--- src/rtl/kvt_pkg.sv ---
package kvt_pkg;
  localparam int REPLY_W = 24;
  localparam int FILL_W  = 16;

  typedef enum logic [7:0] {
    OPC_INSERT = 8'h00,
    OPC_UPDATE = 8'h01,
    OPC_DELETE = 8'h02,
    OPC_GET    = 8'h03
  } opc_e;

  typedef enum logic [7:0] {
    RES_OK      = 8'h00,
    RES_FULL    = 8'h01,
    RES_MISSING = 8'h02,
    RES_DUP     = 8'h03,
    RES_BUSY    = 8'h04
  } res_e;

  function automatic int byte_span(input int bits);
    return 8 * ((bits + 7) / 8);
  endfunction
endpackage

--- src/rtl/kvt_cmd_unpack.sv ---
module kvt_cmd_unpack
  import kvt_pkg::*;
#(
  parameter int KEY_W = 32,
  parameter int RSP_W = 16,
  localparam int KEY_SPAN = byte_span(KEY_W),
  localparam int RSP_POS  = 8 + KEY_SPAN,
  localparam int CMD_W    = 8 + KEY_SPAN + byte_span(RSP_W)
) (
  input  logic [CMD_W-1:0] cmd_word,
  output logic [7:0]       opcode,
  output logic             opcode_known,
  output logic [KEY_W-1:0] key,
  output logic [RSP_W-1:0] rsp
);
  logic unused_pad;

  always_comb begin
    opcode       = cmd_word[7:0];
    opcode_known = (cmd_word[7:2] == 6'd0);
    key          = cmd_word[8 +: KEY_W];
    rsp          = cmd_word[RSP_POS +: RSP_W];
  end

  assign unused_pad = ^cmd_word;
endmodule

--- src/rtl/kvt_entry_store.sv ---
module kvt_entry_store #(
  parameter int DEPTH = 16,
  parameter int KEY_W = 32,
  parameter int RSP_W = 16,
  localparam int IDX_W = (DEPTH > 1) ? $clog2(DEPTH) : 1
) (
  input  logic             clk,
  input  logic             rst_n,
  input  logic             wr_en,
  input  logic [IDX_W-1:0] wr_idx,
  input  logic [KEY_W-1:0] wr_key,
  input  logic [RSP_W-1:0] wr_rsp,
  input  logic             clr_en,
  input  logic [IDX_W-1:0] clr_idx,
  input  logic [IDX_W-1:0] rd_idx,
  output logic             rd_vld,
  output logic [KEY_W-1:0] rd_key,
  output logic [RSP_W-1:0] rd_rsp
);
  logic [DEPTH-1:0]            vld_vec;
  logic [DEPTH-1:0][KEY_W-1:0] key_vec;
  logic [DEPTH-1:0][RSP_W-1:0] rsp_vec;

  for (genvar e = 0; e < DEPTH; e++) begin : g_ent
    logic             v_q;
    logic [KEY_W-1:0] k_q;
    logic [RSP_W-1:0] r_q;
    logic             set_e;
    logic             clr_e;

    assign set_e = wr_en  && (wr_idx  == IDX_W'(e));
    assign clr_e = clr_en && (clr_idx == IDX_W'(e));

    always_ff @(posedge clk or negedge rst_n) begin
      if (!rst_n) begin
        v_q <= 1'b0;
      end else if (set_e || clr_e) begin
        v_q <= set_e;
      end
    end

    always_ff @(posedge clk) begin
      if (set_e) begin
        k_q <= wr_key;
        r_q <= wr_rsp;
      end
    end

    assign vld_vec[e] = v_q;
    assign key_vec[e] = k_q;
    assign rsp_vec[e] = r_q;
  end

  always_comb begin
    rd_vld = vld_vec[rd_idx];
    rd_key = key_vec[rd_idx];
    rd_rsp = rsp_vec[rd_idx];
  end
endmodule

--- src/rtl/kvt_reply_pack.sv ---
module kvt_reply_pack
  import kvt_pkg::*;
(
  input  logic [7:0]         status,
  input  logic [FILL_W-1:0]  fill,
  output logic [REPLY_W-1:0] word
);
  always_comb begin
    word = {fill, status};
  end
endmodule

--- src/rtl/kv_cmd_table.sv ---
module kv_cmd_table
  import kvt_pkg::*;
#(
  parameter int DEPTH = 16,
  parameter int KEY_W = 32,
  parameter int RSP_W = 16,
  localparam int IDX_W = (DEPTH > 1) ? $clog2(DEPTH) : 1,
  localparam int CMD_W = 8 + byte_span(KEY_W) + byte_span(RSP_W)
) (
  input  logic               clk,
  input  logic               rst_n,
  input  logic               cmd_valid,
  output logic               cmd_ready,
  input  logic [CMD_W-1:0]   cmd_data,
  output logic               rpl_valid,
  input  logic               rpl_ready,
  output logic [REPLY_W-1:0] rpl_data
);
  typedef enum logic [1:0] {F_IDLE, F_SCAN, F_EXEC, F_REPLY} fsm_e;

  // reset: asserted asynchronously, released on the clock
  logic [1:0] rst_pipe_q;
  logic       rst_i_n;

  always_ff @(posedge clk or negedge rst_n) begin
    if (!rst_n) rst_pipe_q <= 2'b00;
    else        rst_pipe_q <= {rst_pipe_q[0], 1'b1};
  end
  assign rst_i_n = rst_pipe_q[1];

  // command fields
  logic [7:0]       in_op;
  logic             in_known;
  logic [KEY_W-1:0] in_key;
  logic [RSP_W-1:0] in_rsp;

  kvt_cmd_unpack #(.KEY_W(KEY_W), .RSP_W(RSP_W)) u_unpack (
    .cmd_word     (cmd_data),
    .opcode       (in_op),
    .opcode_known (in_known),
    .key          (in_key),
    .rsp          (in_rsp)
  );

  // state
  fsm_e              st_q, st_d;
  logic [7:0]        op_q, op_d;
  logic [KEY_W-1:0]  key_q, key_d;
  logic [RSP_W-1:0]  rsp_q, rsp_d;
  logic [IDX_W-1:0]  idx_q, idx_d;
  logic              hit_q, hit_d;
  logic [IDX_W-1:0]  hit_idx_q, hit_idx_d;
  logic              free_q, free_d;
  logic [IDX_W-1:0]  free_idx_q, free_idx_d;
  logic [FILL_W-1:0] fill_q, fill_d;
  logic [REPLY_W-1:0] rpl_q, rpl_d;
  logic              ld_cmd, ld_rpl;

  // store ports
  logic             wr_en, clr_en;
  logic [IDX_W-1:0] wr_idx;
  logic             rd_vld;
  logic [KEY_W-1:0] rd_key;
  logic [RSP_W-1:0] unused_rd_rsp;
  logic             entry_hit;

  kvt_entry_store #(.DEPTH(DEPTH), .KEY_W(KEY_W), .RSP_W(RSP_W)) u_store (
    .clk     (clk),
    .rst_n   (rst_i_n),
    .wr_en   (wr_en),
    .wr_idx  (wr_idx),
    .wr_key  (key_q),
    .wr_rsp  (rsp_q),
    .clr_en  (clr_en),
    .clr_idx (hit_idx_q),
    .rd_idx  (idx_q),
    .rd_vld  (rd_vld),
    .rd_key  (rd_key),
    .rd_rsp  (unused_rd_rsp)
  );

  assign entry_hit = rd_vld && (rd_key == key_q);

  // reply packing
  logic [7:0]         res_code;
  logic [FILL_W-1:0]  res_fill;
  logic [REPLY_W-1:0] res_word;

  kvt_reply_pack u_pack (
    .status (res_code),
    .fill   (res_fill),
    .word   (res_word)
  );

  // next state
  always_comb begin
    st_d       = st_q;
    op_d       = op_q;
    key_d      = key_q;
    rsp_d      = rsp_q;
    idx_d      = idx_q;
    hit_d      = hit_q;
    hit_idx_d  = hit_idx_q;
    free_d     = free_q;
    free_idx_d = free_idx_q;
    fill_d     = fill_q;
    rpl_d      = rpl_q;
    ld_cmd     = 1'b0;
    ld_rpl     = 1'b0;
    wr_en      = 1'b0;
    wr_idx     = free_idx_q;
    clr_en     = 1'b0;
    res_code   = RES_BUSY;
    res_fill   = fill_q;

    unique case (st_q)
      F_IDLE: begin
        if (cmd_valid) begin
          ld_cmd = 1'b1;
          op_d   = in_op;
          key_d  = in_key;
          rsp_d  = in_rsp;
          idx_d  = '0;
          hit_d  = 1'b0;
          free_d = 1'b0;
          if (in_known) begin
            st_d = F_SCAN;
          end else begin
            res_code = RES_BUSY;
            ld_rpl   = 1'b1;
            st_d     = F_REPLY;
          end
        end
      end
      F_SCAN: begin
        if (entry_hit) begin
          hit_d     = 1'b1;
          hit_idx_d = idx_q;
          st_d      = F_EXEC;
        end else begin
          if (!rd_vld && !free_q) begin
            free_d     = 1'b1;
            free_idx_d = idx_q;
          end
          if (idx_q == IDX_W'(DEPTH - 1)) st_d = F_EXEC;
          else                            idx_d = idx_q + IDX_W'(1);
        end
      end
      F_EXEC: begin
        ld_rpl = 1'b1;
        st_d   = F_REPLY;
        unique case (op_q)
          OPC_INSERT: begin
            if (hit_q) begin
              res_code = RES_DUP;
            end else if (free_q) begin
              wr_en    = 1'b1;
              fill_d   = fill_q + FILL_W'(1);
              res_code = RES_OK;
            end else begin
              res_code = RES_FULL;
            end
          end
          OPC_UPDATE: begin
            wr_idx   = hit_idx_q;
            wr_en    = hit_q;
            res_code = hit_q ? RES_OK : RES_MISSING;
          end
          OPC_DELETE: begin
            clr_en   = hit_q;
            if (hit_q) fill_d = fill_q - FILL_W'(1);
            res_code = hit_q ? RES_OK : RES_MISSING;
          end
          default: begin
            res_code = hit_q ? RES_OK : RES_MISSING;
          end
        endcase
        res_fill = fill_d;
      end
      F_REPLY: begin
        if (rpl_ready) st_d = F_IDLE;
      end
      default: st_d = F_IDLE;
    endcase

    if (ld_rpl) rpl_d = res_word;
  end

  // registers
  always_ff @(posedge clk or negedge rst_i_n) begin
    if (!rst_i_n) begin
      st_q       <= F_IDLE;
      idx_q      <= '0;
      hit_q      <= 1'b0;
      hit_idx_q  <= '0;
      free_q     <= 1'b0;
      free_idx_q <= '0;
      fill_q     <= '0;
      rpl_q      <= '0;
    end else begin
      st_q       <= st_d;
      idx_q      <= idx_d;
      hit_q      <= hit_d;
      hit_idx_q  <= hit_idx_d;
      free_q     <= free_d;
      free_idx_q <= free_idx_d;
      fill_q     <= fill_d;
      if (ld_rpl) rpl_q <= rpl_d;
    end
  end

  always_ff @(posedge clk) begin
    if (ld_cmd) begin
      op_q  <= op_d;
      key_q <= key_d;
      rsp_q <= rsp_d;
    end
  end

  assign cmd_ready = (st_q == F_IDLE) && rst_i_n;
  assign rpl_valid = (st_q == F_REPLY);
  assign rpl_data  = rpl_q;
endmodule

--- config.mk ---
export PLATFORM = sky130hd
export DESIGN_NAME = kv_cmd_table
export DESIGN_NICKNAME = d
export VERILOG_FILES = /design/src/rtl/kvt_pkg.sv /design/src/rtl/kvt_cmd_unpack.sv /design/src/rtl/kvt_entry_store.sv /design/src/rtl/kvt_reply_pack.sv /design/src/rtl/kv_cmd_table.sv
export SDC_FILE = /design/constraint.sdc
export NUM_CORES = 1
export LEC_CHECK = 0
export BUFFER_PORTS_ARGS = -buffer_cell sky130_fd_sc_hd__buf_2
export CORE_MARGIN = 10
export CORE_UTILIZATION = 55
export DETAILED_ROUTE_END_ITERATION = 8
export GPL_TIMING_DRIVEN = 0
export PLACE_DENSITY = 0.71
export SYNTH_ARGS = -nofsm -noshare
export SYNTH_HDL_FRONTEND = slang
export SYNTH_HIERARCHICAL = 1
export SYNTH_SLANG_ARGS = --single-unit
--- constraint.sdc ---
create_clock -name clk -period 4.6 [get_ports clk]
set_input_delay 0.46 -clock clk [delete_from_list [all_inputs] [get_ports clk]]
set_output_delay 0.46 -clock clk [all_outputs]
set_load 0.1 [all_outputs]
==> Word level (Yosys, flattened, before mapping) <==
Index checks and enable logic that the tools add are counted.
W data, S select, Z words.
{ "classes": {"add_sub_neg": 3, "magnitude_cmp": 1, "eq_ne": 44, "n_mux": 43, "bitwise": 1, "n_reduce_logical": 66} }
{ "op_table": {"columns": ["cell", "n"], "rows": [
  ["$bmux W32 S4", 1],
  ["$eq A4 B4 Y1 const B", 17],
  ["$mux W16", 4],
  ["$logic_and A1 B1 Y1", 35],
  ["$eq A32 B32 Y1", 1],
  ["$eq A4 B3 Y1 const B", 8],
  ["$mux W32", 1],
  ["$pmux W16 S2", 1],
  ["$mux W4", 5],
  ["$add A16 B1 Y16 const B", 1],
  ["$eq A4 B2 Y1 const B", 4],
  ["$logic_or A1 B1 Y1", 16],
  ["$mux W8", 2],
  ["$sub A16 B1 Y16 const B", 1],
  ["$mux W1", 15],
  ["$mux W2", 7],
  ["$reduce_and A3 Y1", 4],
  ["$ne A2 B2 Y1 const B", 5],
  ["$eq A4 B1 Y1 const B", 2],
  ["$eq A8 B1 Y1 const B", 1],
  ["$eq A8 B2 Y1 const B", 1],
  ["$logic_not A4 Y1", 2],
  ["$logic_not A8 Y1", 1],
  ["$pmux W1 S2", 4],
  ["other kinds (16)", 19]
]} }
{ "word_totals": {"regBits": 626, "in_bits": 60, "out_inout_bits": 26} }

==> Longest topological paths before layout <==
{ "logic_depth": {"word_depth": 7, "depth_mapped": 12} }

==> By module <==
Netlist, hierarchy kept.
{ "by_module_without_submodules": {"columns": ["module", "n_inst", "cells_per_inst", "area_each_um2", "seq_area_each_um2"], "rows": [
  ["kvt_entry_store", 1, 1262, 29517.1, 23462.5],
  ["kv_cmd_table", 1, 390, 5046.1, 3133.0],
  ["kvt_cmd_unpack", 1, 58, 437.9, 0.0],
  ["kvt_reply_pack", 1, 24, 180.2, 0.0]
]} }

==> Worst setup path after synthesis <==
Ideal clock, no wire load.
{ "synth_path": {"path_type": "reg2reg", "startpoint": "register op_q[5]", "endpoint": "register u_store.g_ent[0].k_q[0] (enable)", "setup_ns": 0.514, "arrival_ns": 5.480, "path_slack_ns": -1.395, "stages_incl_launch_ff": 8, "synth_period_minus_slack_ns": 5.995, "path_cell_list": "edfxtp_1 -> nor4_1 -> nand2_1 -> nor3_1 -> mux2_2 -> or3b_2 -> clkbuf_1 -> nor3_1"} }
{ "synth_via": {"elab_chain_cells": 5, "word_cells_on_any_way": 8, "classes_between": "eq/ne: 1; mux: 4; reduce/logical: 3"} }
{ "synth_lines": {"columns": ["element", "line_no", "text"], "rows": [
  ["from (decl)", "kv_cmd_table.sv:47", "logic [7:0] op_q, op_d;"],
  ["from (signal assigned)", "kv_cmd_table.sv:214", "op_q <= op_d;"],
  ["$eq A8 B1 Y1", "kv_cmd_table.sv:152", "unique case (op_q)"],
  ["$mux W4", "kv_cmd_table.sv:152", null],
  ["$mux W4", "kv_cmd_table.sv:116", "unique case (st_q)"],
  ["net wr_idx[2]", "kv_cmd_table.sv:61", "logic [IDX_W-1:0] wr_idx;"],
  ["$logic_not A4 Y1", "kvt_entry_store.sv:31", "assign set_e = wr_en && (wr_idx == IDX_W'(e));"],
  ["$logic_and A1 B1 Y1", "kvt_entry_store.sv:31", null],
  ["net u_store.g_ent[0].set_e", "kvt_entry_store.sv:28", "logic set_e;"],
  ["to (signal assigned)", "kvt_entry_store.sv:44", "k_q <= wr_key;"],
  ["to (decl)", "kvt_entry_store.sv:26", "logic [KEY_W-1:0] k_q;"]
]} }
The timed path passes the listed nets, and every way through them passes these cells.
A chain may end at the register's enable or synchronous reset.

==> Final worst setup path <==
{ "layout_path": {"startpoint": "register idx_q[1]", "endpoint": "register idx_q[1]"} }
{ "layout_via": {"elab_chain_cells": 6, "word_cells_on_any_way": 14, "classes_between": "add/sub: 1; eq/ne: 4; mux: 7; reduce/logical: 2"} }
{ "layout_lines": {"columns": ["element", "line_no", "text"], "rows": [
  ["from (decl)", "kv_cmd_table.sv:50", "logic [IDX_W-1:0] idx_q, idx_d;"],
  ["from (signal assigned)", "kv_cmd_table.sv:202", "idx_q <= idx_d;"],
  ["$bmux W32 S4", "kvt_entry_store.sv:56", "rd_key = key_vec[rd_idx];"],
  ["$mux W32 (implied by the code)", "kvt_entry_store.sv:56", null],
  ["net rd_key[24]", "kv_cmd_table.sv:63", "logic [KEY_W-1:0] rd_key;"],
  ["$eq A32 B32 Y1", "kv_cmd_table.sv:82", "assign entry_hit = rd_vld && (rd_key == key_q);"],
  ["$logic_and A1 B1 Y1", "kv_cmd_table.sv:82", null],
  ["$ne A2 B2 Y1 (no source line)", null, null],
  ["$reduce_and A4 Y1 (no source line)", null, null]
]} }
The timed path passes the listed nets, and every way through them passes these cells. The select of a mux whose other input is x is not followed.

==> reports/qor_table.md <==
| Item | Reported |
| --- | --- |
| IO Count | 86 |
| Clock tree from TritonCTS | done |
| Width of the chip | 234 µm |
| Setup crit end kind | register |
| Layout cell share with drive strength beyond 1 | 28.3% |
| Number of buffers created by CTS | 60 |
| Layout Cells excl Fill | 2121 |
| Clock latency reported for the late side of the worst-skew pair | 620 ps |
| Cell repeated most along the worst path | sky130_fd_sc_hd__buf_2 |
| Pin slew with the least headroom to its limit | 1020 ps |
| Number of design-rule violations left by the first detailed-router iteration | 1130 |
| Status | finished clean |
| Upper clock frequency limit | 236 MHz |
| Via count | 12900 |
| Wirelength per Cell | 25.2 µm |
| DP HPWL | 34.9 mm |
| Vias in the first global route | 13300 |
| Overall Power | 15.1 mW |
| Worst hold slack | 21.2 ps |
| RePlAce Congestion | 0.846 |
| Critical setup path kind | register to register |
| DRC violations left | 0 |
| Die Footprint | 54600 µm² |
| Post-layout nets | 1544 |
| Normalized max-slew margin | 31.2% |
| Pin count of the biggest net entering global routing | 39 |
| Period Utilization, post-route | 92.3% |
| H-Tree Depth | 2 |
| GRT overflow | 0 |
| Slowest stage cell on the critical path | sky130_fd_sc_hd__clkbuf_1 |
| Cell internal pwr | 10.6 mW |
| Net switching share of the total power | 30.0% |
| Critical-path maximum fanout | 10 |
| Antenna Violating Nets Remaining | 0 |
| Class of the most critical hold timing path | primary input to register |
| Clock root buffer master | sky130_fd_sc_hd__clkbuf_16 |
| Cell count after synthesis | 1326 |
| Max-capacitance violation count | 0 |
| Placed Cells incl. Taps | 1993 |
| Worst clock skew | 20.1 ps |
| Post-synthesis to final-layout area growth | 14.5% |
| Count of final setup violators | 0 |
| Sw power | 4.52 mW |
| Critical path's top delay family | simple AND/OR/NAND/NOR gates |
| Clock-pin transition on the worst setup and hold timing paths | 60 ps |
| Max Buffers Root-to-Sink | 3 |
| VDD IR-drop max | 353 µV |
| Final Critical Period | 4250 ps |
| Die height | 234 µm |
| Proportion of power drawn by flip-flops and latches | 44.7% |
| Floorplan core area | 45300 µm² |
| Startpoint type of the worst setup path | register |
| Cell Rows | 78 |
| Final hold violation count | 0 |
| Clock share of power | 30.4% |
| Final routed wirelength across all metal layers | 53.4 mm |
| Total global routing track utilization | 19.9% |
| Portion of total power attributed to combinational logic | 24.9% |
| Via/cell ratio | 6.07 |
| Number of filler instances in the final layout | 3105 |
| Diode count | 0 |
| RSZ-0062 raised after global routing | false |
| Cell leakage power | 9.61 nW |
| Number of antenna violations at the first check in global routing | 0 |
| Syn_area_per_cell | 18.9 µm² |
| Pwr Density | 524 nW/µm² |
| Buffers on Ports | 35 |
| Count of clock tree sinks | 626 |
| Slew Limit Fails | 0 |
| Cell area after placement | 26700 µm² |
| Required time reported for the critical path endpoint | 5140 ps |
| Initial core utilization | 55.4% |
| Global-route wire length before repair | 81.4 mm |
| Number of detailed-route iterations in the first pass | 5 |
| Crit path buf inv count | 3 |
| Ordered list of cells on the worst path | buf_2, buf_2, clkbuf_1, mux4_2, a22oi_1, nand2_1, xnor2_1, nand4_1, nor4_1, nand3_1, o32a_1, o21ai_0 |
| Post-route standard cell area excluding fillers | 28700 µm² |
| Post-synth design cell area | 25100 µm² |
| Crit path DAT | 4790 ps |
| Total number of yosys warnings | 6 |
| Max stage delay on crit path | 600 ps |
-- power groups by stage --
stage,Clock (mW),Combinational [mW],Sequential [mW]
after floorplan,0,2.42,7.07
after detailed placement,0,3.73,6.85
final,4.59,3.75,6.74
after global routing,4.91,3.99,6.78
after global placement,0,3.64,6.84
after CTS,4.69,3.76,6.74
-- routing by layer --
layer | global-route usage (%) | wire (µm)
met5 | 0 | 0
met4 | 6.55 | 1470
met1 | 26.6 | 21900
met3 | 3.14 | 3180
met2 | 33.1 | 26900
-- cell type report --
class / instances / area [µm²] / area share [%]
clock inverters: 19 / 145 / 0.505
well taps: 600 / 751 / 2.61
flip-flops and latches: 626 / 18400 / 64.1
plain buffers: 133 / 845 / 2.94
repair buffers: 85 / 931 / 3.24
multi-input cells: 557 / 5920 / 20.6
inverters: 14 / 52.6 / 0.183
clock buffers: 87 / 1660 / 5.79
-- layout by cell type (no fill, tap or decap), types with 12 or more instances in the layout --
master,count
sky130_fd_sc_hd__inv_1,13
sky130_fd_sc_hd__buf_2,48
sky130_fd_sc_hd__nor2_4,12
sky130_fd_sc_hd__buf_6,19
sky130_fd_sc_hd__nand4_1,20
sky130_fd_sc_hd__nand2_1,56
sky130_fd_sc_hd__a22oi_1,68
sky130_fd_sc_hd__xnor2_1,40
sky130_fd_sc_hd__dfrtp_1,73
sky130_fd_sc_hd__nor2_1,24
sky130_fd_sc_hd__dlygate4sd3_1,21
sky130_fd_sc_hd__clkbuf_1,58
sky130_fd_sc_hd__clkbuf_16,61
sky130_fd_sc_hd__edfxtp_1,552
sky130_fd_sc_hd__mux2_2,36
sky130_fd_sc_hd__o21ai_0,35
sky130_fd_sc_hd__mux4_2,132
sky130_fd_sc_hd__nand3_1,16
sky130_fd_sc_hd__buf_4,73
sky130_fd_sc_hd__a21oi_1,12
-- per-stage QoR --
stage	setup slack, ps	TNS (ps)	utilization (%)
after floorplan	59.5	0	-
after global placement	-3080	-753190	57.5
after detailed placement	9.03	0	59.0
after CTS	109	0	63.4
after global routing	236	0	63.5
final	355	0	63.5
-- registers in the layout, indices dropped and copies added, names as in the netlist --
| name | flops |
|---|---|
| key_q | 32 |
| rst_pipe_q | 2 |
| rpl_data | 24 |
| free_q | 1 |
| op_q | 8 |
| fill_q | 16 |
| hit_idx_q | 4 |
| u_store/g_ent.k_q | 512 |
| hit_q | 1 |
| idx_q | 4 |
| u_store/g_ent.v_q | 16 |
| free_idx_q | 4 |
| st_q | 2 |
-- timing repair --
item	in CTS	in global routing
endpoints found under the hold margin	22	0
pin swaps	0	1
buffers inserted	0	1
gates resized for setup	1	7
hold buffers	21	0
setup endpoints to repair	5	7
gates cloned	0	0
-- worst register-to-register path, stage by stage (launching register included) --
cell                       delay, ps
sky130_fd_sc_hd__dfrtp_1         430
sky130_fd_sc_hd__buf_2           220
sky130_fd_sc_hd__buf_2           250
sky130_fd_sc_hd__clkbuf_1        600
sky130_fd_sc_hd__mux4_2          410
sky130_fd_sc_hd__a22oi_1         140
sky130_fd_sc_hd__nand2_1          90
sky130_fd_sc_hd__xnor2_1         430
sky130_fd_sc_hd__nand4_1         160
sky130_fd_sc_hd__nor4_1          580
sky130_fd_sc_hd__nand3_1         390
sky130_fd_sc_hd__o32a_1          370
sky130_fd_sc_hd__o21ai_0          70
-- final timing paths --
kind	start	end	slack, ps	cells after the start
hold / removal	cmd_data[38]	key_q[30]	20	1
setup / recovery	idx_q[1]	idx_q[1]	350	12
setup reg to reg	idx_q[1]	idx_q[1]	350	12
max in group asynchronous	rst_pipe_q[1]	fill_q[14]	3720	1
min in group asynchronous	rst_n	rst_pipe_q[0]	150	2
hold reg to reg	rst_pipe_q[1]	rpl_data[6]	300	0
No activity file was read; power rests on OpenSTA's default activity.
